`src/rtl/lasq_pkg.sv`:
```
package lasq_pkg;
  typedef enum logic [0:0] {RK_IDLE, RK_PASS} rk_state_e;
endpackage

```
`src/rtl/lasq_service.sv`:
```
module lasq_service #(
  parameter int NTHR  = 4,
  parameter int NBANK = 4,
  parameter int TW    = 2,
  parameter int AS_W  = 16,
  parameter int TOT_W = 16,
  parameter int QW    = 24,
  parameter int SHW   = 3
) (
  input  logic                  clk,
  input  logic                  rst_n,
  input  logic [QW-1:0]         quantum_len,
  input  logic [SHW-1:0]        alpha_sh,
  input  logic [NBANK-1:0]      svc_busy,
  input  logic [NBANK*TW-1:0]   svc_thr,
  output logic                  tick,
  output logic [NTHR*TOT_W-1:0] tot_flat
);
  localparam int IW = $clog2(NBANK + 1);

  logic [QW-1:0]    qcnt_q, qcnt_d;
  logic [IW-1:0]    inc   [NTHR];
  logic [AS_W-1:0]  cnt_q [NTHR];
  logic [AS_W-1:0]  cnt_d [NTHR];
  logic [TOT_W-1:0] tot_q [NTHR];
  logic [TOT_W-1:0] tot_d [NTHR];

  // quantum timer
  always_comb begin
    tick   = ({1'b0, qcnt_q} + (QW+1)'(1)) >= {1'b0, quantum_len};
    qcnt_d = tick ? '0 : qcnt_q + QW'(1);
  end

  always_ff @(posedge clk or negedge rst_n) begin
    if (!rst_n) qcnt_q <= '0;
    else        qcnt_q <= qcnt_d;
  end

  // per-thread busy-bank count for this cycle
  always_comb begin
    for (int t = 0; t < NTHR; t++) begin
      inc[t] = '0;
      for (int b = 0; b < NBANK; b++) begin
        if (svc_busy[b] && (svc_thr[b*TW +: TW] == TW'(t))) inc[t] = inc[t] + IW'(1);
      end
    end
  end

  genvar g;
  generate
    for (g = 0; g < NTHR; g++) begin : g_thr
      logic [AS_W:0]  csum;
      logic [TOT_W-1:0] keep;
      logic [AS_W-1:0]  part;
      logic [TOT_W:0]   tsum;

      always_comb begin
        csum     = {1'b0, cnt_q[g]} + (AS_W+1)'(inc[g]);
        cnt_d[g] = tick ? AS_W'(inc[g]) : (csum[AS_W] ? '1 : csum[AS_W-1:0]);
        keep     = tot_q[g] - (tot_q[g] >> alpha_sh);
        part     = cnt_q[g] >> alpha_sh;
        tsum     = (TOT_W+1)'(keep) + (TOT_W+1)'(part);
        tot_d[g] = tsum[TOT_W] ? '1 : tsum[TOT_W-1:0];
      end

      always_ff @(posedge clk or negedge rst_n) begin
        if (!rst_n) begin
          cnt_q[g] <= '0;
          tot_q[g] <= '0;
        end else begin
          cnt_q[g] <= cnt_d[g];
          if (tick) tot_q[g] <= tot_d[g];
        end
      end

      assign tot_flat[g*TOT_W +: TOT_W] = tot_q[g];

      // the counter restarts from the boundary cycle's own service
      a_r2_restart: assert property (@(posedge clk) disable iff (!rst_n)
        tick |=> (cnt_q[g] == AS_W'($past(inc[g]))));
      // inside a quantum the counter never wraps downward
      a_r2_no_wrap: assert property (@(posedge clk) disable iff (!rst_n)
        !tick |=> (cnt_q[g] >= $past(cnt_q[g])));
      // totals move only on a boundary
      a_r3_total_hold: assert property (@(posedge clk) disable iff (!rst_n)
        !tick |=> $stable(tot_q[g]));
    end
  endgenerate

  // the timer stays inside the programmed quantum
  a_r1_timer_range: assert property (@(posedge clk) disable iff (!rst_n)
    (quantum_len != '0) |-> (qcnt_q < quantum_len));
endmodule

```
`src/rtl/lasq_ranker.sv`:
```
module lasq_ranker
  import lasq_pkg::*;
#(
  parameter int NTHR  = 4,
  parameter int TW    = 2,
  parameter int TOT_W = 16
) (
  input  logic                  clk,
  input  logic                  rst_n,
  input  logic                  start,
  input  logic [NTHR*TOT_W-1:0] tot_flat,
  output logic [NTHR*TW-1:0]    rank_flat
);
  rk_state_e      st_q, st_d;
  logic [TW-1:0]  step_q, step_d;
  logic [TW-1:0]  shadow_q [NTHR];
  logic [TW-1:0]  rank_q   [NTHR];
  logic [TW-1:0]  rank_d   [NTHR];
  logic [TOT_W-1:0] cur;
  logic [TW-1:0]  pos;
  logic           last, commit;
  logic [NTHR-1:0] used;

  // position of thread step_q among all totals
  always_comb begin
    cur = tot_flat[step_q*TOT_W +: TOT_W];
    pos = '0;
    for (int j = 0; j < NTHR; j++) begin
      if ((tot_flat[j*TOT_W +: TOT_W] < cur) ||
          ((tot_flat[j*TOT_W +: TOT_W] == cur) && (TW'(j) < step_q)))
        pos = pos + TW'(1);
    end
  end

  always_comb begin
    last   = (step_q == TW'(NTHR-1));
    commit = (st_q == RK_PASS) && last && !start;
    st_d   = st_q;
    step_d = step_q;
    if (start) begin
      st_d   = RK_PASS;
      step_d = '0;
    end else if (st_q == RK_PASS) begin
      step_d = step_q + TW'(1);
      if (last) st_d = RK_IDLE;
    end
    for (int t = 0; t < NTHR; t++) rank_d[t] = shadow_q[t];
    rank_d[step_q] = pos;
  end

  always_ff @(posedge clk or negedge rst_n) begin
    if (!rst_n) begin
      st_q   <= RK_IDLE;
      step_q <= '0;
    end else begin
      st_q   <= st_d;
      step_q <= step_d;
    end
  end

  always_ff @(posedge clk or negedge rst_n) begin
    if (!rst_n) begin
      for (int t = 0; t < NTHR; t++) begin
        shadow_q[t] <= TW'(t);
        rank_q[t]   <= TW'(t);
      end
    end else begin
      if ((st_q == RK_PASS) && !start) shadow_q[step_q] <= pos;
      if (commit) begin
        for (int t = 0; t < NTHR; t++) rank_q[t] <= rank_d[t];
      end
    end
  end

  always_comb begin
    used = '0;
    for (int t = 0; t < NTHR; t++) begin
      rank_flat[t*TW +: TW] = rank_q[t];
      used[rank_q[t]] = 1'b1;
    end
  end

  // every rank value is held by exactly one thread
  a_r4_permutation: assert property (@(posedge clk) disable iff (!rst_n)
    $countones(used) == NTHR);
  // the published ranking only moves at the end of a pass
  a_r5_hold_idle: assert property (@(posedge clk) disable iff (!rst_n)
    (st_q == RK_IDLE) |=> $stable(rank_flat));
endmodule

```
`src/rtl/lasq_pick.sv`:
```
module lasq_pick #(
  parameter int NENT  = 8,
  parameter int NBANK = 4,
  parameter int NTHR  = 4,
  parameter int TW    = 2,
  parameter int BW    = 2,
  parameter int ROW_W = 8,
  parameter int AGE_W = 8,
  parameter int EW    = 3
) (
  input  logic                   clk,
  input  logic                   rst_n,
  input  logic [AGE_W-1:0]       starve_age,
  input  logic [NENT-1:0]        req_valid,
  input  logic [NENT*TW-1:0]     req_thr,
  input  logic [NENT*BW-1:0]     req_bank,
  input  logic [NENT*ROW_W-1:0]  req_row,
  input  logic [NENT*AGE_W-1:0]  req_age,
  input  logic [NBANK-1:0]       open_vld,
  input  logic [NBANK*ROW_W-1:0] open_row,
  input  logic [NTHR*TW-1:0]     rank_flat,
  output logic                   grant_vld,
  output logic [EW-1:0]          grant_idx
);
  localparam int KW = 1 + TW + 1 + AGE_W;

  logic [KW-1:0]   key [NENT];
  logic [NENT-1:0] starved;
  logic [KW-1:0]   best;

  genvar g;
  generate
    for (g = 0; g < NENT; g++) begin : g_ent
      logic [TW-1:0]    thr;
      logic [BW-1:0]    bnk;
      logic [AGE_W-1:0] age;
      logic             hit;
      always_comb begin
        thr        = req_thr[g*TW +: TW];
        bnk        = req_bank[g*BW +: BW];
        age        = req_age[g*AGE_W +: AGE_W];
        hit        = open_vld[bnk] && (open_row[bnk*ROW_W +: ROW_W] == req_row[g*ROW_W +: ROW_W]);
        starved[g] = age >= starve_age;
        key[g]     = {starved[g], TW'(NTHR-1) - rank_flat[thr*TW +: TW], hit, age};
      end
    end
  endgenerate

  // strict compare keeps the lowest index on a full tie
  always_comb begin
    grant_vld = 1'b0;
    grant_idx = '0;
    best      = '0;
    for (int i = 0; i < NENT; i++) begin
      if (req_valid[i] && (!grant_vld || (key[i] > best))) begin
        grant_vld = 1'b1;
        grant_idx = EW'(i);
        best      = key[i];
      end
    end
  end

  // a grant always points at a valid entry
  a_r9_grant_valid: assert property (@(posedge clk) disable iff (!rst_n)
    grant_vld |-> req_valid[grant_idx]);
  // if any valid entry is starved, the winner is starved
  a_r6_starve_first: assert property (@(posedge clk) disable iff (!rst_n)
    (grant_vld && ((req_valid & starved) != '0)) |-> starved[grant_idx]);
endmodule

```
`src/rtl/lasq_sched.sv`:
```
module lasq_sched #(
  parameter int NTHR  = 4,
  parameter int NENT  = 8,
  parameter int NBANK = 4,
  parameter int ROW_W = 8,
  parameter int AGE_W = 8,
  parameter int QW    = 24,
  parameter int AS_W  = 16,
  parameter int TOT_W = 16,
  parameter int SHW   = 3,
  localparam int TW   = $clog2(NTHR),
  localparam int BW   = $clog2(NBANK),
  localparam int EW   = $clog2(NENT)
) (
  input  logic                   clk,
  input  logic                   rst_n,
  input  logic [QW-1:0]          quantum_len,
  input  logic [SHW-1:0]         alpha_sh,
  input  logic [AGE_W-1:0]       starve_age,
  input  logic [NENT-1:0]        req_valid,
  input  logic [NENT*TW-1:0]     req_thr,
  input  logic [NENT*BW-1:0]     req_bank,
  input  logic [NENT*ROW_W-1:0]  req_row,
  input  logic [NENT*AGE_W-1:0]  req_age,
  input  logic [NBANK-1:0]       open_vld,
  input  logic [NBANK*ROW_W-1:0] open_row,
  input  logic [NBANK-1:0]       svc_busy,
  input  logic [NBANK*TW-1:0]    svc_thr,
  output logic                   grant_vld,
  output logic [EW-1:0]          grant_idx,
  output logic [NTHR*TW-1:0]     rank_vec
);
  logic                  tick;
  logic [NTHR*TOT_W-1:0] tot_flat;

  lasq_service #(
    .NTHR(NTHR), .NBANK(NBANK), .TW(TW), .AS_W(AS_W),
    .TOT_W(TOT_W), .QW(QW), .SHW(SHW)
  ) u_service (
    .clk(clk), .rst_n(rst_n), .quantum_len(quantum_len), .alpha_sh(alpha_sh),
    .svc_busy(svc_busy), .svc_thr(svc_thr), .tick(tick), .tot_flat(tot_flat)
  );

  lasq_ranker #(.NTHR(NTHR), .TW(TW), .TOT_W(TOT_W)) u_ranker (
    .clk(clk), .rst_n(rst_n), .start(tick), .tot_flat(tot_flat), .rank_flat(rank_vec)
  );

  lasq_pick #(
    .NENT(NENT), .NBANK(NBANK), .NTHR(NTHR), .TW(TW), .BW(BW),
    .ROW_W(ROW_W), .AGE_W(AGE_W), .EW(EW)
  ) u_pick (
    .clk(clk), .rst_n(rst_n), .starve_age(starve_age), .req_valid(req_valid),
    .req_thr(req_thr), .req_bank(req_bank), .req_row(req_row), .req_age(req_age),
    .open_vld(open_vld), .open_row(open_row), .rank_flat(rank_vec),
    .grant_vld(grant_vld), .grant_idx(grant_idx)
  );
endmodule

```
`config.mk`:
```
export PLATFORM = sky130hd
export DESIGN_NAME = lasq_sched
export DESIGN_NICKNAME = d
export VERILOG_FILES = /design/src/rtl/lasq_pkg.sv /design/src/rtl/lasq_service.sv /design/src/rtl/lasq_ranker.sv /design/src/rtl/lasq_pick.sv /design/src/rtl/lasq_sched.sv
export SDC_FILE = /design/constraint.sdc
export NUM_CORES = 1
export LEC_CHECK = 0
export BUFFER_PORTS_ARGS = -buffer_cell sky130_fd_sc_hd__buf_4
export CAP_MARGIN = 5
export CORE_MARGIN = 5
export CORE_UTILIZATION = 45
export DETAILED_ROUTE_END_ITERATION = 8
export GPL_TIMING_DRIVEN = 0
export PLACE_DENSITY_LB_ADDON = 0.12
export SYNTH_ARGS = -nofsm -noshare
export SYNTH_HDL_FRONTEND = slang
export SYNTH_HIERARCHICAL = 1
export SYNTH_SLANG_ARGS = --single-unit
```
`constraint.sdc`:
```
create_clock -name clk -period 21.9 [get_ports clk]
set_input_delay 2.19 -clock clk [delete_from_list [all_inputs] [get_ports clk]]
set_output_delay 2.19 -clock clk [all_outputs]
set_load 0.01 [all_outputs]
```
* Yosys cells after proc, flatten, opt, wreduce, memory -nomap -nowiden *
Index checks and enable logic that the tools add are counted.

storage, ports and cells
  memories kept = 0
  bits in read-only memories = 0
  register bits = 171
  input port bits = 253
  memory bits (writable) = 0
  latch bits = 0

operators by class
  multiplexer cells = 79
  div/mod/pow operators = 0
  equal/unequal tests = 25
  magnitude comparators = 34
  bitwise operators = 1
  $add $sub $neg = 38
  multiply operators = 0
  reduce and logical (&&, ||, !) cells = 63
  shift operators = 25

operators with widths
  kind                   number
  $shiftx 32x6->8        8
  $mux 16                12
  $shr 16x3->16          8
  $gt 12x12->1           7
  $mux 12                7
  $add 16x16->17         4
  $add 16x3->17          4
  $eq 16x16->1           4
  $eq 8x8->1             8
  $ge 8x8->1             8
  $lt 16x16->1           4
  $shiftx 64x7->16       1
  $shiftx 8x4->2         8
  $sub 16x16->16         4
  $mux 3                 16
  $logic_and 1x1->1      39
  $add 24x1->25 const B  1
  $ge 25x24->1           1
  $mux 1                 25
  $add 24x1->24 const B  1
  $add 3x1->3 const B    8
  $lt 2x3->1 const B     8
  $mux 24                1
  $eq 2x2->1 const B     9
  other kinds (17)       69

* Logic depth before layout (Yosys ltp) *
  depth after elaboration = 32
  mapped depth = 74
  depth with buffers taken out = 66

* Hierarchy *
The synthesis kept the hierarchy.

by module, submodules not included
  module        cells an instance  area an instance (um2)  times used  seq. area each (um2)
  lasq_service  2120               17065.1                 1           3803.6
  lasq_pick     862                7634.8                  1           0.0
  lasq_ranker   315                2902.8                  1           432.9

* Worst setup path after synthesis *
OpenSTA, ideal clock, no wires.

  path kind = in2out
  from = input starve_age[5]
  to = output grant_idx[1]
  cell stages on the path = 65
  data arrival time = 15.976 ns
  setup slack = 3.734 ns
  data required time = 19.710 ns
  cell sequence = inv_1 > ha_1 > a2111oi_0 > nand2_1 > o21ai_0 > a31oi_1 > ha_1 > nand4_1 > or3_1 > a21oi_1 > o31ai_1 > nor3b_1 > nor2_1 > ha_1 > nand3_1 > or4_1 > a21oi_1 > o31a_1 > [... 29 more ...] > clkbuf_1 > o2111ai_1 > nand2_1 > ha_1 > nand4_1 > or2_2 > o311ai_1 > clkbuf_1 > o21a_1 > a22oi_1 > ha_1 > a21o_1 > a21o_1 > a21oi_1 > o21ai_0 > o22a_1 > o21ai_0 > o311ai_0

on the way
  cells in the longest elaborated chain, start to end = 30
  elaborated cells between the ends (all ways) = 54
  those cells by class = order compare: 15; mux: 19; reduce/logical: 20

RTL lines
  item                                                    line              text
  start: declaration                                      lasq_sched.sv:19  input logic [AGE_W-1:0] starve_age,
  $ge 8x8->1                                              lasq_pick.sv:43   starved[g] = age >= starve_age;
  $mux 12                                                 lasq_pick.sv:55   if (req_valid[i] && (!grant_vld || (key[i] > best))) begin
  $gt 12x12->1                                            lasq_pick.sv:55
  $logic_or 1x1->1                                        lasq_pick.sv:55
  $logic_and 1x1->1                                       lasq_pick.sv:55
  $mux 12 / $mux 1 (equally long branches)                lasq_pick.sv:55
  $gt 12x12->1 / $logic_not 1->1 (equally long branches)  lasq_pick.sv:55
  $logic_or 1x1->1                                        lasq_pick.sv:55
  [... 14 more ...]                                       --
  $gt 12x12->1 / $logic_not 1->1 (equally long branches)  lasq_pick.sv:55
  $logic_or 1x1->1                                        lasq_pick.sv:55
  $logic_and 1x1->1                                       lasq_pick.sv:55
  $mux 12 / $mux 1 (equally long branches)                lasq_pick.sv:55
  $gt 12x12->1 / $logic_not 1->1 (equally long branches)  lasq_pick.sv:55
  $logic_or 1x1->1                                        lasq_pick.sv:55
  $logic_and 1x1->1                                       lasq_pick.sv:55
  $mux 3 *                                                lasq_pick.sv:55
  end: declaration                                        lasq_sched.sv:30  output logic [EW-1:0] grant_idx,

Every way passes the cells marked *; elsewhere a longest branch is shown, timed or not.

* Final worst setup path *
Same ends and word-level chain as after synthesis.

==> results.cfg <==
[sta]
fin_skew_ps = 17.2
final-setup-viol-count = 0
relSlewSlack_pct = 18.9
hold_viol = 0
clock.fmax_ghz = 0.0480
tns_ps = 0
finalCritPeriodShare_pct = 95.2
fin_ws_ps = 1060
tightest_slew_ps = 1220
slew_violations = 0
period_minus_slack_ps = 20840

[setup_path]
setup.worst_path.start_class = input port
worstPathArrival_ps = 18650
cp_max_fo = 10
critPathCaptureType = output port
required_ps = 19710
slowest_delay_ps = 740
cp_slowest_cell = o31ai_2
critical_path_class = input port to output port

[global_route]
grt_use_met3_pct = 5.00
antenna_found_initial = 5
busiest_layer = met2
grt_remaining_overflow = 0
grt_pass1_wl_um = 162000
grt_use_met1_pct = 37.6
track_usage_pct = 31.0
grt_pass1_vias = 27500
met2_usage_pct = 52.9
grt_max_degree = 103

[final_layout]
final_common_cell = ha_1
nFillCells = 5812
final_area_sq_um = 31200
finish.net_count = 4225
final_util_pct = 51.5
drive_gt1_share_pct = 15.3
syn_to_final_growth_pct = 13.0
mostFrequentLayoutCells = ha_1 (395), nor2_1 (274), a21oi_1 (270)

[synth]
syn-num-nets = 3957
avgSynthCellArea_sq_um = 8.37
netlist_area_sq_um = 27600
ys_warn_count = 6
synth-async-reset-ratio_pct = 100
ys_ff_latch = 169
synth-edff-count = 0
ys_seq_area_share_pct = 15.3
synth_cells = 3297
synth_cell_type_count = 100
synth-main-ff-cell = dfrtp_1

[clocking]
clk_path_buf_depth = 2
cts_root_buffer = clkbuf_16
cts_max_level = 4
cts.sinks = 169
cts_buffers = 17
cts_tree = yes
clkTransAtPathRegs_ps = 70
clkLatencyLatePin_ps = 490

[floorplanning]
core_sq_um = 60600
die_area_sq_um = 66400
die_w_um = 258
initial_utilization_pct = 45.6
fp.dieH_um = 258
io_pins = 265
placementRows = 90

[detailed_routing]
routedWlPerCell_um = 24.7
vias = 27600
drc = 0
firstDrtPassIters = 6
initialDrtViolationCount = 2400
postRouteAntennaNets = 0
totalWireLength_um = 108000
via_per_inst = 6.33

[flow_run]
maxCapViolations = 0

[placement]
placed_cell_area_sq_um = 30500
dpl.hpwl_um = 86200
pre_cts_slack_ps = -1170
gp_congestion = 1.00
io_buffers = 248

[pwr]
p_leak_nw = 14.4
ir_drop_mv = 0.0656
p_per_area_nw_per_um2 = 51.2

[worst_hold_path]
hold_class = register to register

[outcome]
outcome = finished, final reports clean
-- critical path: cells and delay by family --
kind	cells	cell delay [ps]
mux	1	370
fa+ha+maj	8	2490
buf+inv	13	3110
simple gates	14	3080
compound gates	35	7400
-- final timing paths --
path	startpoint	endpoint	slack [ps]	depth (start not counted)
worst max-delay path	starve_age[5]	grant_idx[1]	1060	71
max in group asynchronous	rst_n	u_ranker/shadow_q[3]	19310	2
min in group asynchronous	rst_n	u_service/cnt_q[49]	1640	1
worst min register to register	u_ranker/shadow_q[3]	u_ranker/shadow_q[3]	470	2
worst min-delay path	u_ranker/shadow_q[3]	u_ranker/shadow_q[3]	470	2
worst max register to register	u_service/tot_flat[38]	u_service/tot_flat[38]	16200	24
-- synthesized netlist by cell type, types with 10 or more instances --
cell        n  area share [%]
fa_1       12            0.87
or2_2      20            0.45
xor2_1    111             3.5
and3_1     22            0.50
a31oi_1    87             2.0
o21ai_0   151             2.7
buf_2      36            0.65
and2_1     31            0.70
o21ai_1    19            0.34
nand2b_1   35            0.79
dfrtp_1   163              15
buf_1      21            0.29
nor3b_1    16            0.44
mux4_2     83             6.8
nor2_1    275             3.7
a22oi_1    12            0.33
inv_1     157             2.1
nand3_1    68             1.2
mux2_2     61             2.5
o211ai_1   13            0.35
o21bai_1   17            0.46
a21oi_1   271             4.9
o21a_1     62             1.7
ha_1      395              18
o31a_1     10            0.32
a211oi_1   39             1.1
nor4_1     15            0.34
nand4_1    49             1.1
xnor2_1   145             4.6
o31ai_1    11            0.30
nand2_1   256             3.5
nor3_1     51            0.92
clkbuf_1   71            0.97
nor2b_1    77             1.7
mux2i_1   150             5.4
or3_1      19            0.43
nand3b_1   14            0.38
a21o_1     89             2.4
-- cells by family (layout without fill, tap and decap cells) --
group                      count (synthesis)  in the layout  synth area share (%)
and+or+nand+nor                          977            977                  17.2
buffers and inverters                    294            575                  4.28
adders and majority gates                407            407                  18.8
DFF                                      169            169                  15.3
AOI/OAI and AO/OA                        892            892                  20.9
other                                      0              2                     0
xor gates and xnor gates                 257            257                  8.18
muxes                                    301            301                  15.4
-- routing by layer --
layer | vias up | share of wire [%] | wire length, um
met1 | 13300 | 39 | 42600
met5 | - | 0.028 | 30
met4 | 4 | 6.1 | 6610
met2 | 1269 | 47 | 50600
met3 | 289 | 7.5 | 8060
li1 | 12700 | - | -
-- per-stage QoR --
| step | power, mW | hold WS, ps | std cells |
|---|---|---|---|
| 2_1_floorplan | 0.980 | 441 | 3297 |
| 3_3_place_gp | 1.23 | 452 | 4327 |
| 3_5_place_dp | 1.26 | 458 | 4328 |
| 4_1_cts | 1.59 | 469 | 4360 |
| 5_1_grt | 1.71 | 485 | 4362 |
| 6_report | 1.60 | 466 | 4362 |
-- power by group --
group | switching, mW | internal, mW | leakage (nW)
logic | 0.509 | 0.395 | 11.9
registers | 0.0367 | 0.336 | 2.25
clock network | 0.156 | 0.164 | 0.293
-- area by class of cell --
cell class	count	area [sq um]	share of cell area (%)
Antenna cell	2	5.00	0.0160
Buffer	132	584	1.87
Clock buffer	18	439	1.41
Clock inverter	14	158	0.506
Inverter	161	611	1.96
Multi-Input combinational cell	2834	22300	71.4
Sequential cell	169	4240	13.6
Tap cell	782	978	3.14
Timing Repair Buffer	250	1900	6.11
-- registers in the layout, indices dropped and copies added, names as in the netlist --
name                cells
u_service/cnt_q        64
u_service/tot_flat     64
u_service/qcnt_q       24
u_ranker/rank_flat      8
u_ranker/shadow_q       6
u_ranker/step_q         2
u_ranker/st_q           1
-- repair_timing --
action / 4_1_cts / 5_1_grt
buffers inserted: 0 / 1
hold buffers: 0 / 0
pin swaps: 0 / 2
setup endpoints to repair: 3 / 3
gates resized for setup: 10 / 23
endpoints found under the hold margin: 0 / 0
(Power assumes the default switching activity.)
